## src/rtl/quart_pkg.sv

```systemverilog
package quart_pkg;

  typedef enum logic [3:0] {
    AK_NONE,
    AK_BACKEND,
    AK_PDOWN,
    AK_PUP,
    AK_ACK_OFF,
    AK_ACK_ON,
    AK_DIV2,
    AK_DIV1,
    AK_BAUD
  } acc_kind_e;

  typedef enum logic [1:0] {
    ST_IDLE,
    ST_ISSUE,
    ST_HOLD
  } bus_st_e;

  // global area offsets relative to the first address above the channels
  localparam int G_BCR_LAST = 3;
  localparam int G_PDOWN    = 4;
  localparam int G_PUP      = 5;
  localparam int G_ACKOFF   = 6;
  localparam int G_ACKON    = 7;
  localparam int G_RSV_W    = 8;
  localparam int G_RD_LO    = 8;
  localparam int G_RD_HI    = 12;
  localparam int G_BAUD     = 13;
  localparam int G_DIV2     = 14;
  localparam int G_DIV1     = 15;

  // channel-local offsets
  localparam int OFF_MODE = 0;
  localparam int OFF_CMD  = 2;

  localparam logic [1:0] MR0 = 2'd0;
  localparam logic [1:0] MR1 = 2'd1;
  localparam logic [1:0] MR2 = 2'd2;

  localparam logic [3:0] PCMD_MR1 = 4'h1;
  localparam logic [3:0] PCMD_MR0 = 4'hB;

endpackage

```

## src/rtl/quart_bus_sync.sv

```systemverilog
module quart_bus_sync #(
  parameter int ADDR_W = 6,
  parameter int DATA_W = 8
) (
  input  logic              clk,
  input  logic              rst,
  input  logic              cs_n,
  input  logic              rd_n,
  input  logic              wr_n,
  input  logic              iack_n,
  input  logic [ADDR_W-1:0] addr,
  input  logic [DATA_W-1:0] wdata,
  output logic              s_cs_n,
  output logic              s_rd_n,
  output logic              s_wr_n,
  output logic              s_iack_n,
  output logic [ADDR_W-1:0] s_addr,
  output logic [DATA_W-1:0] s_data
);

  always_ff @(posedge clk) begin
    if (rst) begin
      s_cs_n   <= 1'b1;
      s_rd_n   <= 1'b1;
      s_wr_n   <= 1'b1;
      s_iack_n <= 1'b1;
      s_addr   <= '0;
      s_data   <= '0;
    end else begin
      s_cs_n   <= cs_n;
      s_rd_n   <= rd_n;
      s_wr_n   <= wr_n;
      s_iack_n <= iack_n;
      s_addr   <= addr;
      s_data   <= wdata;
    end
  end

endmodule

```

## src/rtl/quart_decode.sv

```systemverilog
module quart_decode
  import quart_pkg::*;
#(
  parameter int ADDR_W = 6,
  parameter int N_CH   = 4,
  parameter int SPAN_W = 3,
  parameter int CH_W   = 2
) (
  input  logic [ADDR_W-1:0] addr,
  input  logic              is_write,
  output acc_kind_e         kind,
  output logic              is_chan,
  output logic [CH_W-1:0]   chan,
  output logic [SPAN_W-1:0] off
);

  localparam logic [ADDR_W-1:0] GLOB_BASE = ADDR_W'(N_CH << SPAN_W);

  logic [ADDR_W-1:0] g;

  always_comb begin
    is_chan = (addr < GLOB_BASE);
    chan    = CH_W'(addr >> SPAN_W);
    off     = addr[SPAN_W-1:0];
    g       = addr - GLOB_BASE;
    kind    = AK_NONE;
    if (is_chan) begin
      if (!is_write) begin
        kind = (off == SPAN_W'(OFF_CMD)) ? AK_NONE : AK_BACKEND;
      end else begin
        kind = (chan[0] && (off == '1)) ? AK_NONE : AK_BACKEND;
      end
    end else if (!is_write) begin
      if ((g <= ADDR_W'(G_BCR_LAST)) ||
          ((g >= ADDR_W'(G_RD_LO)) && (g <= ADDR_W'(G_RD_HI))))
        kind = AK_BACKEND;
    end else begin
      if (g <= ADDR_W'(G_BCR_LAST))                   kind = AK_BACKEND;
      else if (g == ADDR_W'(G_PDOWN))                 kind = AK_PDOWN;
      else if (g == ADDR_W'(G_PUP))                   kind = AK_PUP;
      else if (g == ADDR_W'(G_ACKOFF))                kind = AK_ACK_OFF;
      else if (g == ADDR_W'(G_ACKON))                 kind = AK_ACK_ON;
      else if (g == ADDR_W'(G_RSV_W))                 kind = AK_NONE;
      else if (g <= ADDR_W'(G_RD_HI))                 kind = AK_BACKEND;
      else if (g == ADDR_W'(G_BAUD))                  kind = AK_BAUD;
      else if (g == ADDR_W'(G_DIV2))                  kind = AK_DIV2;
      else if (g == ADDR_W'(G_DIV1))                  kind = AK_DIV1;
    end
  end

endmodule

```

## src/rtl/quart_mr_ptr.sv

```systemverilog
module quart_mr_ptr
  import quart_pkg::*;
#(
  parameter int N_CH = 4,
  parameter int CH_W = 2
) (
  input  logic            clk,
  input  logic            rst,
  input  logic            step,
  input  logic            load,
  input  logic [1:0]      ld_val,
  input  logic [CH_W-1:0] chan,
  output logic [1:0]      cur
);

  logic [N_CH-1:0][1:0] ptr;

  for (genvar i = 0; i < N_CH; i++) begin : g_ch
    always_ff @(posedge clk) begin
      if (rst) begin
        ptr[i] <= MR1;
      end else if (chan == CH_W'(i)) begin
        if (load)
          ptr[i] <= ld_val;
        else if (step && (ptr[i] != MR2))
          ptr[i] <= ptr[i] + 2'd1;
      end
    end
  end

  assign cur = ptr[chan];

endmodule

```

## src/rtl/quart_glob_ctl.sv

```systemverilog
module quart_glob_ctl
  import quart_pkg::*;
(
  input  logic      clk,
  input  logic      rst,
  input  logic      fire,
  input  acc_kind_e kind,
  input  logic      dbit0,
  output logic      pwr_down,
  output logic      ack_en,
  output logic      clk_div2,
  output logic      baud_hi,
  output logic      core_ce
);

  always_ff @(posedge clk) begin
    if (rst) begin
      pwr_down <= 1'b0;
      ack_en   <= 1'b1;
      clk_div2 <= 1'b0;
      baud_hi  <= 1'b0;
    end else if (fire) begin
      case (kind)
        AK_PDOWN:   pwr_down <= 1'b1;
        AK_PUP:     pwr_down <= 1'b0;
        AK_ACK_OFF: ack_en   <= 1'b0;
        AK_ACK_ON:  ack_en   <= 1'b1;
        AK_DIV2:    clk_div2 <= 1'b1;
        AK_DIV1:    clk_div2 <= 1'b0;
        AK_BAUD:    baud_hi  <= dbit0;
        default:    ;
      endcase
    end
  end

  // enable for logic on the divisible clock; baud and change detectors stay undivided
  always_ff @(posedge clk) begin
    if (rst)
      core_ce <= 1'b1;
    else if (clk_div2)
      core_ce <= ~core_ce;
    else
      core_ce <= 1'b1;
  end

endmodule

```

## src/rtl/quart_host_if.sv

```systemverilog
module quart_host_if
  import quart_pkg::*;
#(
  parameter int ADDR_W = 6,
  parameter int DATA_W = 8,
  parameter int N_CH   = 4,
  parameter int SPAN_W = 3
) (
  input  logic              clk,
  input  logic              rst,
  input  logic              cs_n,
  input  logic              rd_n,
  input  logic              wr_n,
  input  logic              iack_n,
  input  logic [ADDR_W-1:0] addr,
  input  logic [DATA_W-1:0] wdata,
  output logic [DATA_W-1:0] rdata,
  output logic              rdata_oe,
  output logic              ack_n,
  input  logic [DATA_W-1:0] irq_vec,
  output logic              cir_upd,
  output logic              be_rd,
  output logic              be_wr,
  output logic [ADDR_W-1:0] be_addr,
  output logic [1:0]        be_mr_sel,
  output logic [DATA_W-1:0] be_wdata,
  input  logic [DATA_W-1:0] be_rdata,
  output logic              pwr_down,
  output logic              ack_en,
  output logic              clk_div2,
  output logic              baud_hi,
  output logic              core_ce
);

  localparam int CH_W = (N_CH > 1) ? $clog2(N_CH) : 1;

  logic              s_cs_n, s_rd_n, s_wr_n, s_iack_n;
  logic [ADDR_W-1:0] s_addr;
  logic [DATA_W-1:0] s_data;

  quart_bus_sync #(.ADDR_W(ADDR_W), .DATA_W(DATA_W)) u_sync (
    .clk(clk), .rst(rst),
    .cs_n(cs_n), .rd_n(rd_n), .wr_n(wr_n), .iack_n(iack_n),
    .addr(addr), .wdata(wdata),
    .s_cs_n(s_cs_n), .s_rd_n(s_rd_n), .s_wr_n(s_wr_n), .s_iack_n(s_iack_n),
    .s_addr(s_addr), .s_data(s_data)
  );

  logic acc_rd, acc_wr, iack_cyc, active;
  assign acc_rd   = ~s_cs_n & ~s_rd_n;
  assign acc_wr   = ~s_cs_n & ~s_wr_n & s_rd_n;
  assign iack_cyc = s_cs_n & ~s_iack_n;
  assign active   = acc_rd | acc_wr | iack_cyc;

  acc_kind_e         kind;
  logic              is_chan;
  logic [CH_W-1:0]   chan;
  logic [SPAN_W-1:0] off;

  quart_decode #(.ADDR_W(ADDR_W), .N_CH(N_CH), .SPAN_W(SPAN_W), .CH_W(CH_W)) u_dec (
    .addr(s_addr), .is_write(acc_wr),
    .kind(kind), .is_chan(is_chan), .chan(chan), .off(off)
  );

  bus_st_e st;
  logic    start;
  assign start = (st == ST_IDLE) && active;

  logic       ptr_step, ptr_load;
  logic [3:0] nib;
  logic [1:0] ptr_cur;
  assign nib      = s_data[DATA_W-1 -: 4];
  assign ptr_step = start && (acc_rd | acc_wr) && is_chan && (off == SPAN_W'(OFF_MODE));
  assign ptr_load = start && acc_wr && is_chan && (off == SPAN_W'(OFF_CMD)) &&
                    ((nib == PCMD_MR1) || (nib == PCMD_MR0));

  quart_mr_ptr #(.N_CH(N_CH), .CH_W(CH_W)) u_ptr (
    .clk(clk), .rst(rst),
    .step(ptr_step), .load(ptr_load),
    .ld_val((nib == PCMD_MR0) ? MR0 : MR1),
    .chan(chan), .cur(ptr_cur)
  );

  quart_glob_ctl u_glob (
    .clk(clk), .rst(rst),
    .fire(start && acc_wr), .kind(kind), .dbit0(s_data[0]),
    .pwr_down(pwr_down), .ack_en(ack_en), .clk_div2(clk_div2),
    .baud_hi(baud_hi), .core_ce(core_ce)
  );

  logic op_rd, op_iack, op_be;

  always_ff @(posedge clk) begin
    if (rst) begin
      st        <= ST_IDLE;
      ack_n     <= 1'b1;
      rdata_oe  <= 1'b0;
      rdata     <= '0;
      be_rd     <= 1'b0;
      be_wr     <= 1'b0;
      cir_upd   <= 1'b0;
      be_addr   <= '0;
      be_wdata  <= '0;
      be_mr_sel <= MR1;
      op_rd     <= 1'b0;
      op_iack   <= 1'b0;
      op_be     <= 1'b0;
    end else begin
      be_rd   <= 1'b0;
      be_wr   <= 1'b0;
      cir_upd <= 1'b0;
      case (st)
        ST_IDLE: begin
          if (active) begin
            st        <= ST_ISSUE;
            be_rd     <= acc_rd && (kind == AK_BACKEND);
            be_wr     <= acc_wr && (kind == AK_BACKEND);
            cir_upd   <= iack_cyc;
            be_addr   <= s_addr;
            be_wdata  <= s_data;
            be_mr_sel <= ptr_cur;
            op_rd     <= acc_rd;
            op_iack   <= iack_cyc;
            op_be     <= (kind == AK_BACKEND);
          end
        end
        ST_ISSUE: begin
          st       <= ST_HOLD;
          ack_n    <= ~ack_en;
          rdata_oe <= op_rd | op_iack;
          if (op_iack)
            rdata <= irq_vec;
          else if (op_rd && op_be)
            rdata <= be_rdata;
          else
            rdata <= '0;
        end
        ST_HOLD: begin
          if (!active) begin
            st       <= ST_IDLE;
            ack_n    <= 1'b1;
            rdata_oe <= 1'b0;
            rdata    <= '0;
          end
        end
        default: st <= ST_IDLE;
      endcase
    end
  end

endmodule

```

## config.mk

```make
export PLATFORM = sky130hd
export DESIGN_NAME = quart_host_if
export DESIGN_NICKNAME = d
export VERILOG_FILES = /design/src/rtl/quart_pkg.sv /design/src/rtl/quart_bus_sync.sv /design/src/rtl/quart_decode.sv /design/src/rtl/quart_mr_ptr.sv /design/src/rtl/quart_glob_ctl.sv /design/src/rtl/quart_host_if.sv
export SDC_FILE = /design/constraint.sdc
export NUM_CORES = 1
export LEC_CHECK = 0
export BUFFER_PORTS_ARGS = -buffer_cell sky130_fd_sc_hd__buf_2
export CAP_MARGIN = 20
export CORE_MARGIN = 10
export CORE_UTILIZATION = 48
export CTS_CLUSTER_DIAMETER = 50
export DETAILED_ROUTE_END_ITERATION = 10
export GPL_ROUTABILITY_DRIVEN = 0
export HOLD_SLACK_MARGIN = 0.1
export PLACE_DENSITY = 0.8
export SLEW_MARGIN = 10
export SYNTH_ARGS = -nofsm -noshare
export SYNTH_HDL_FRONTEND = slang
export SYNTH_SLANG_ARGS = --single-unit
```

## constraint.sdc

```tcl
create_clock -name clk -period 1.5 [get_ports clk]
set_input_delay 0 -clock clk [delete_from_list [all_inputs] [get_ports clk]]
set_output_delay 0 -clock clk [all_outputs]
set_load 0.02 [all_outputs]
```

==> impl_table.tex <==
\begin{tabular}{lr}
\hline
Metric & Value \\
\hline
\multicolumn{2}{l}{\textbf{Critical path}} \\
\quad Endpoint class of the critical path & flip-flop \\
\quad Crit path required time & 1.73 ns \\
\quad Largest stage delay, worst path & 0.61 ns \\
\quad Sort of element at the start of the critical path & flip-flop \\
\quad Critical path cell sequence & or4\_4 > buf\_6 > nor3\_4 > o21ai\_0 > mux2i\_1 > nand2\_1 \\
\quad Arrival @ worst endpoint & 2.16 ns \\
\quad Setup Crit Path Kind & flip-flop to flip-flop \\
\quad Flop2flop setup slack & -0.44 ns \\
\quad Slowest library cell on the worst path & or4\_4 \\
\quad Maximum fanout count along the critical path & 4 \\
\multicolumn{2}{l}{\textbf{Yosys}} \\
\quad Synth Area in Simple Gates & 26.0\% \\
\quad Mapped Nets & 356 \\
\quad Synthesized-area fraction occupied by adder cells & 1.76\% \\
\quad Synth warn & 0 \\
\quad Mean Syn Cell Area & 9.01 sq um \\
\quad Post-Syn Instances & 316 \\
\quad Count of cell types in the netlist & 47 \\
\quad Compound-cell area share of the yosys netlist & 12.8\% \\
\quad Share of synthesized area spent on multiplexers & 8.62\% \\
\quad Post-Synth XOR/XNOR Area & 0.615\% \\
\quad Prevailing post-synth register cell & dfxtp\_1 \\
\quad Post-synthesis async set-or-reset flop share & 0\% \\
\quad \#FFs+latches synth & 65 \\
\quad Sequential area share after synthesis & 45.7\% \\
\quad EDFF count, synth & 0 \\
\quad Post-synth design cell area & 0.00285 sq mm \\
\quad Dominant combinational cell family by area after synthesis & simple AND/OR/NAND/NOR gates \\
\multicolumn{2}{l}{\textbf{Global routing}} \\
\quad Vias in the first global route & 2,888 \\
\quad GRT Total Usage & 18.6\% \\
\quad Global Route met3 Usage & 5.25\% \\
\quad Maximum number of pins on one net before global-route repair & 29 \\
\quad Global routing met1 resource utilization & 21.4\% \\
\quad First-pass GRT wire length & 14.5 mm \\
\quad Fraction of met2 tracks used by global routing & 30.8\% \\
\quad Total congestion overflow after global routing & 0 \\
\quad Number of antenna violations at the first check in global routing & 1 \\
\quad Most utilized layer in the global route result & met2 \\
\multicolumn{2}{l}{\textbf{Cells and area}} \\
\quad Synth-to-layout area growth & 56.5\% \\
\quad Sequential cell area & 0.00133 sq mm \\
\quad Cell area after layout & 0.00445 sq mm \\
\quad Fin nets & 495 \\
\quad Share of layout cells above drive strength 1 & 41.5\% \\
\quad Post-route core utilization & 79.0\% \\
\quad Count of fill cells added during filler insertion & 323 \\
\quad Area occupied by multi-input gates & 0.00166 sq mm \\
\multicolumn{2}{l}{\textbf{Floorplanning}} \\
\quad Number of top-level design ports & 70 \\
\quad Initial standard-cell utilization of the core & 50.5\% \\
\quad Die H & 97.0 um \\
\quad Core region area & 0.00564 sq mm \\
\quad Overall die area & 0.00941 sq mm \\
\quad Die width & 97.0 um \\
\quad Cell Rows & 27 \\
\multicolumn{2}{l}{\textbf{Place}} \\
\quad Number of buffer cells added on primary ports & 69 \\
\quad HPWL Detailed & 5.78 mm \\
\quad Placed inst area & 0.00353 sq mm \\
\multicolumn{2}{l}{\textbf{CTS}} \\
\quad Clock insertion delay at the later pin of the skew report & 0.35 ns \\
\quad Root buffer cell & clkbuf\_8 \\
\quad Total clock sinks & 65 \\
\quad TritonCTS clock tree & yes \\
\quad CTS max path bufs & 2 \\
\quad Num CTS Buffers & 9 \\
\quad Number of levels the H-tree was split into & 3 \\
\quad Clock-pin slew of the registers on the worst-case setup and hold paths & 0.08 ns \\
\multicolumn{2}{l}{\textbf{Run status}} \\
\quad Result of the run & complete, but fails checks \\
\quad Failing checks & negative setup slack \\
\multicolumn{2}{l}{\textbf{STA}} \\
\quad Final-report setup violation count & 30 \\
\quad Worst-case headroom to the max-slew limit & 60.1\% \\
\quad Final critical-path required period & 1.94 ns \\
\quad Period Utilization, post-route & 129\% \\
\quad Fmax & 516 MHz \\
\quad Unrepaired setup endpoints after global routing & yes \\
\quad Final setup skew & 0.00792 ns \\
\quad Number of slew-limit violations in the final report & 0 \\
\quad Actual slew at the worst max-slew pin & 0.598 ns \\
\quad Setup slack of the critical path after layout & -0.437 ns \\
\quad Number of hold violations in the final report & 0 \\
\multicolumn{2}{l}{\textbf{Power}} \\
\quad Pwr dens & 990 mW/mm\^{}2 \\
\quad Worst VDD drop & 1030 uV \\
\quad Cell leakage power & 1.95 nW \\
\multicolumn{2}{l}{\textbf{Routing}} \\
\quad Starting DRT DRC Count & 321 \\
\quad Length of the first detailed-routing pass in iterations & 7 \\
\quad Per-cell routed wire length & 19.9 um \\
\quad Routed vias & 3,064 \\
\quad Wire length reported by the detailed router & 10.6 mm \\
\quad Vias per inst & 5.75 \\
\quad Detail Route Antenna Nets & 0 \\
\quad Post-route DRC & 0 \\
\multicolumn{2}{l}{\textbf{Run}} \\
\quad MaxCap Viol Count & 0 \\
\multicolumn{2}{l}{\textbf{Hold path}} \\
\quad Path type of the worst min-delay path & primary input to flip-flop \\
\hline
\end{tabular}
report_power, final:
part / switching (mW) / total (mW) / internal [mW]
clock: 0.765 / 1.89 / 1.12
sequential: 0.0721 / 1.85 / 1.78
combinational: 0.331 / 0.667 / 0.336
total: 1.17 / 4.41 / 3.24
layout by cell type, fill, tap and decap left out, drive strengths merged, types with 4 or more instances in the layout:
cell	Yosys	layout
a21oi	18	19
nor2	42	42
mux2i	20	20
nor3	9	9
a22oi	8	8
ha	4	4
nor2b	21	21
o21ai	18	18
dlygate4sd3	0	34
buf	7	112
inv	8	10
nand3	6	6
dfxtp	65	65
nand2	28	28
clkbuf	13	10
nor4	4	4
or2	6	6
timing repair:
| action | 4_1_cts | 5_1_grt |
|---|---|---|
| gates resized for setup | 13 | 57 |
| hold buffers | 34 | 0 |
| endpoints found under the hold margin | 34 | 0 |
| gates cloned | 1 | 1 |
| setup buffers | 2 | 3 |
| pin swaps | 6 | 11 |
| endpoints found under the setup margin | 39 | 38 |
sequential cells by signal, indices dropped and copies added (netlist names), 2 cells and up:
register / count
u_ptr.ptr: 8
u_sync.s_addr: 6
be_addr: 6
rdata: 8
u_sync.s_data: 8
be_wdata: 8
be_mr_sel: 2
st: 2
synth_stat cells (all sizes together) (3+ instances only):
cell type	number	area (sq um)
dfxtp	65	1300
a31oi	3	18.8
nor3b	3	33.8
o21ai	18	90.1
buf	7	47.5
a41oi	3	26.3
nor3	9	55.1
ha	4	50.1
nand3	6	30.0
mux2i	20	200
nand2b	3	18.8
nor2b	21	131
clkbuf	13	48.8
inv	8	30.0
nand2	28	105
nor4	4	50.1
or2	6	37.5
or3b	3	26.3
a22oi	8	60.1
nor2	42	158
a21oi	18	90.1
per-layer routing:
| layer | up-vias | routed length (um) |
|---|---|---|
| li1 | 1378 | - |
| met1 | 1443 | 4100 |
| met2 | 195 | 5110 |
| met3 | 48 | 857 |
| met4 | 0 | 555 |
| met5 | - | 0 |
worst paths after layout:
kind                                from                         to  cells past startpoint
max reg2reg  u_sync.s_addr[0]$_SDFF_PP0_  u_ptr.ptr[6]$_SDFFE_PP1P_                      6
min reg2reg    u_glob.core_ce$_SDFF_PP1_  u_glob.core_ce$_SDFF_PP1_                      1
min                          be_rdata[4]      rdata[4]$_SDFFE_PP0P_                      5
max          u_sync.s_addr[0]$_SDFF_PP0_  u_ptr.ptr[6]$_SDFFE_PP1P_                      6
through the flow:
| step | setup TNS, ns | total power [mW] | hold WS, ns | setup slack [ns] | cells |
|---|---|---|---|---|---|
| after global routing | -5.19 | 4.52 | 0.136 | -0.473 | 533 |
| after global placement | -2.32 | 2.32 | 0.186 | -0.179 | 475 |
| after detailed placement | -3.59 | 2.33 | 0.186 | -0.255 | 475 |
| final | -3.36 | 4.41 | 0.127 | -0.437 | 533 |
| after CTS | -2.14 | 4.28 | 0.124 | -0.227 | 528 |
| after floorplan | -0.875 | 2.15 | 0.104 | -0.0935 | 316 |
final cells by class:
class	count	area share, %
multi-input cells	224	37.3
flip-flops and latches	65	29.9
repair buffers	147	24.4
clock inverters	7	2.81
clock buffers	9	2.78
well taps	72	2.02
inverters	8	0.674
diodes	1	0.0562
worst max-delay path: cells and delay by family, from the launching register on:
family | cells | cell delay (ns)
simple gates | 3 | 0.88
flops | 1 | 0.37
compound gates | 1 | 0.16
mux | 1 | 0.24
buf+inv | 1 | 0.16
kinds of logic (layout without fill, tap and decap cells):
logic type,after synthesis,after routing
AND/OR/NAND/NOR,136,136
adder cells (fa/ha/maj),4,4
XOR/XNOR,2,2
other,0,1
multiplexers,22,22
flip-flops,65,65
AO/OA/AOI/OAI,59,60
buffers and inverters,28,171
Note: power is estimated with default switching activity, not from simulation.
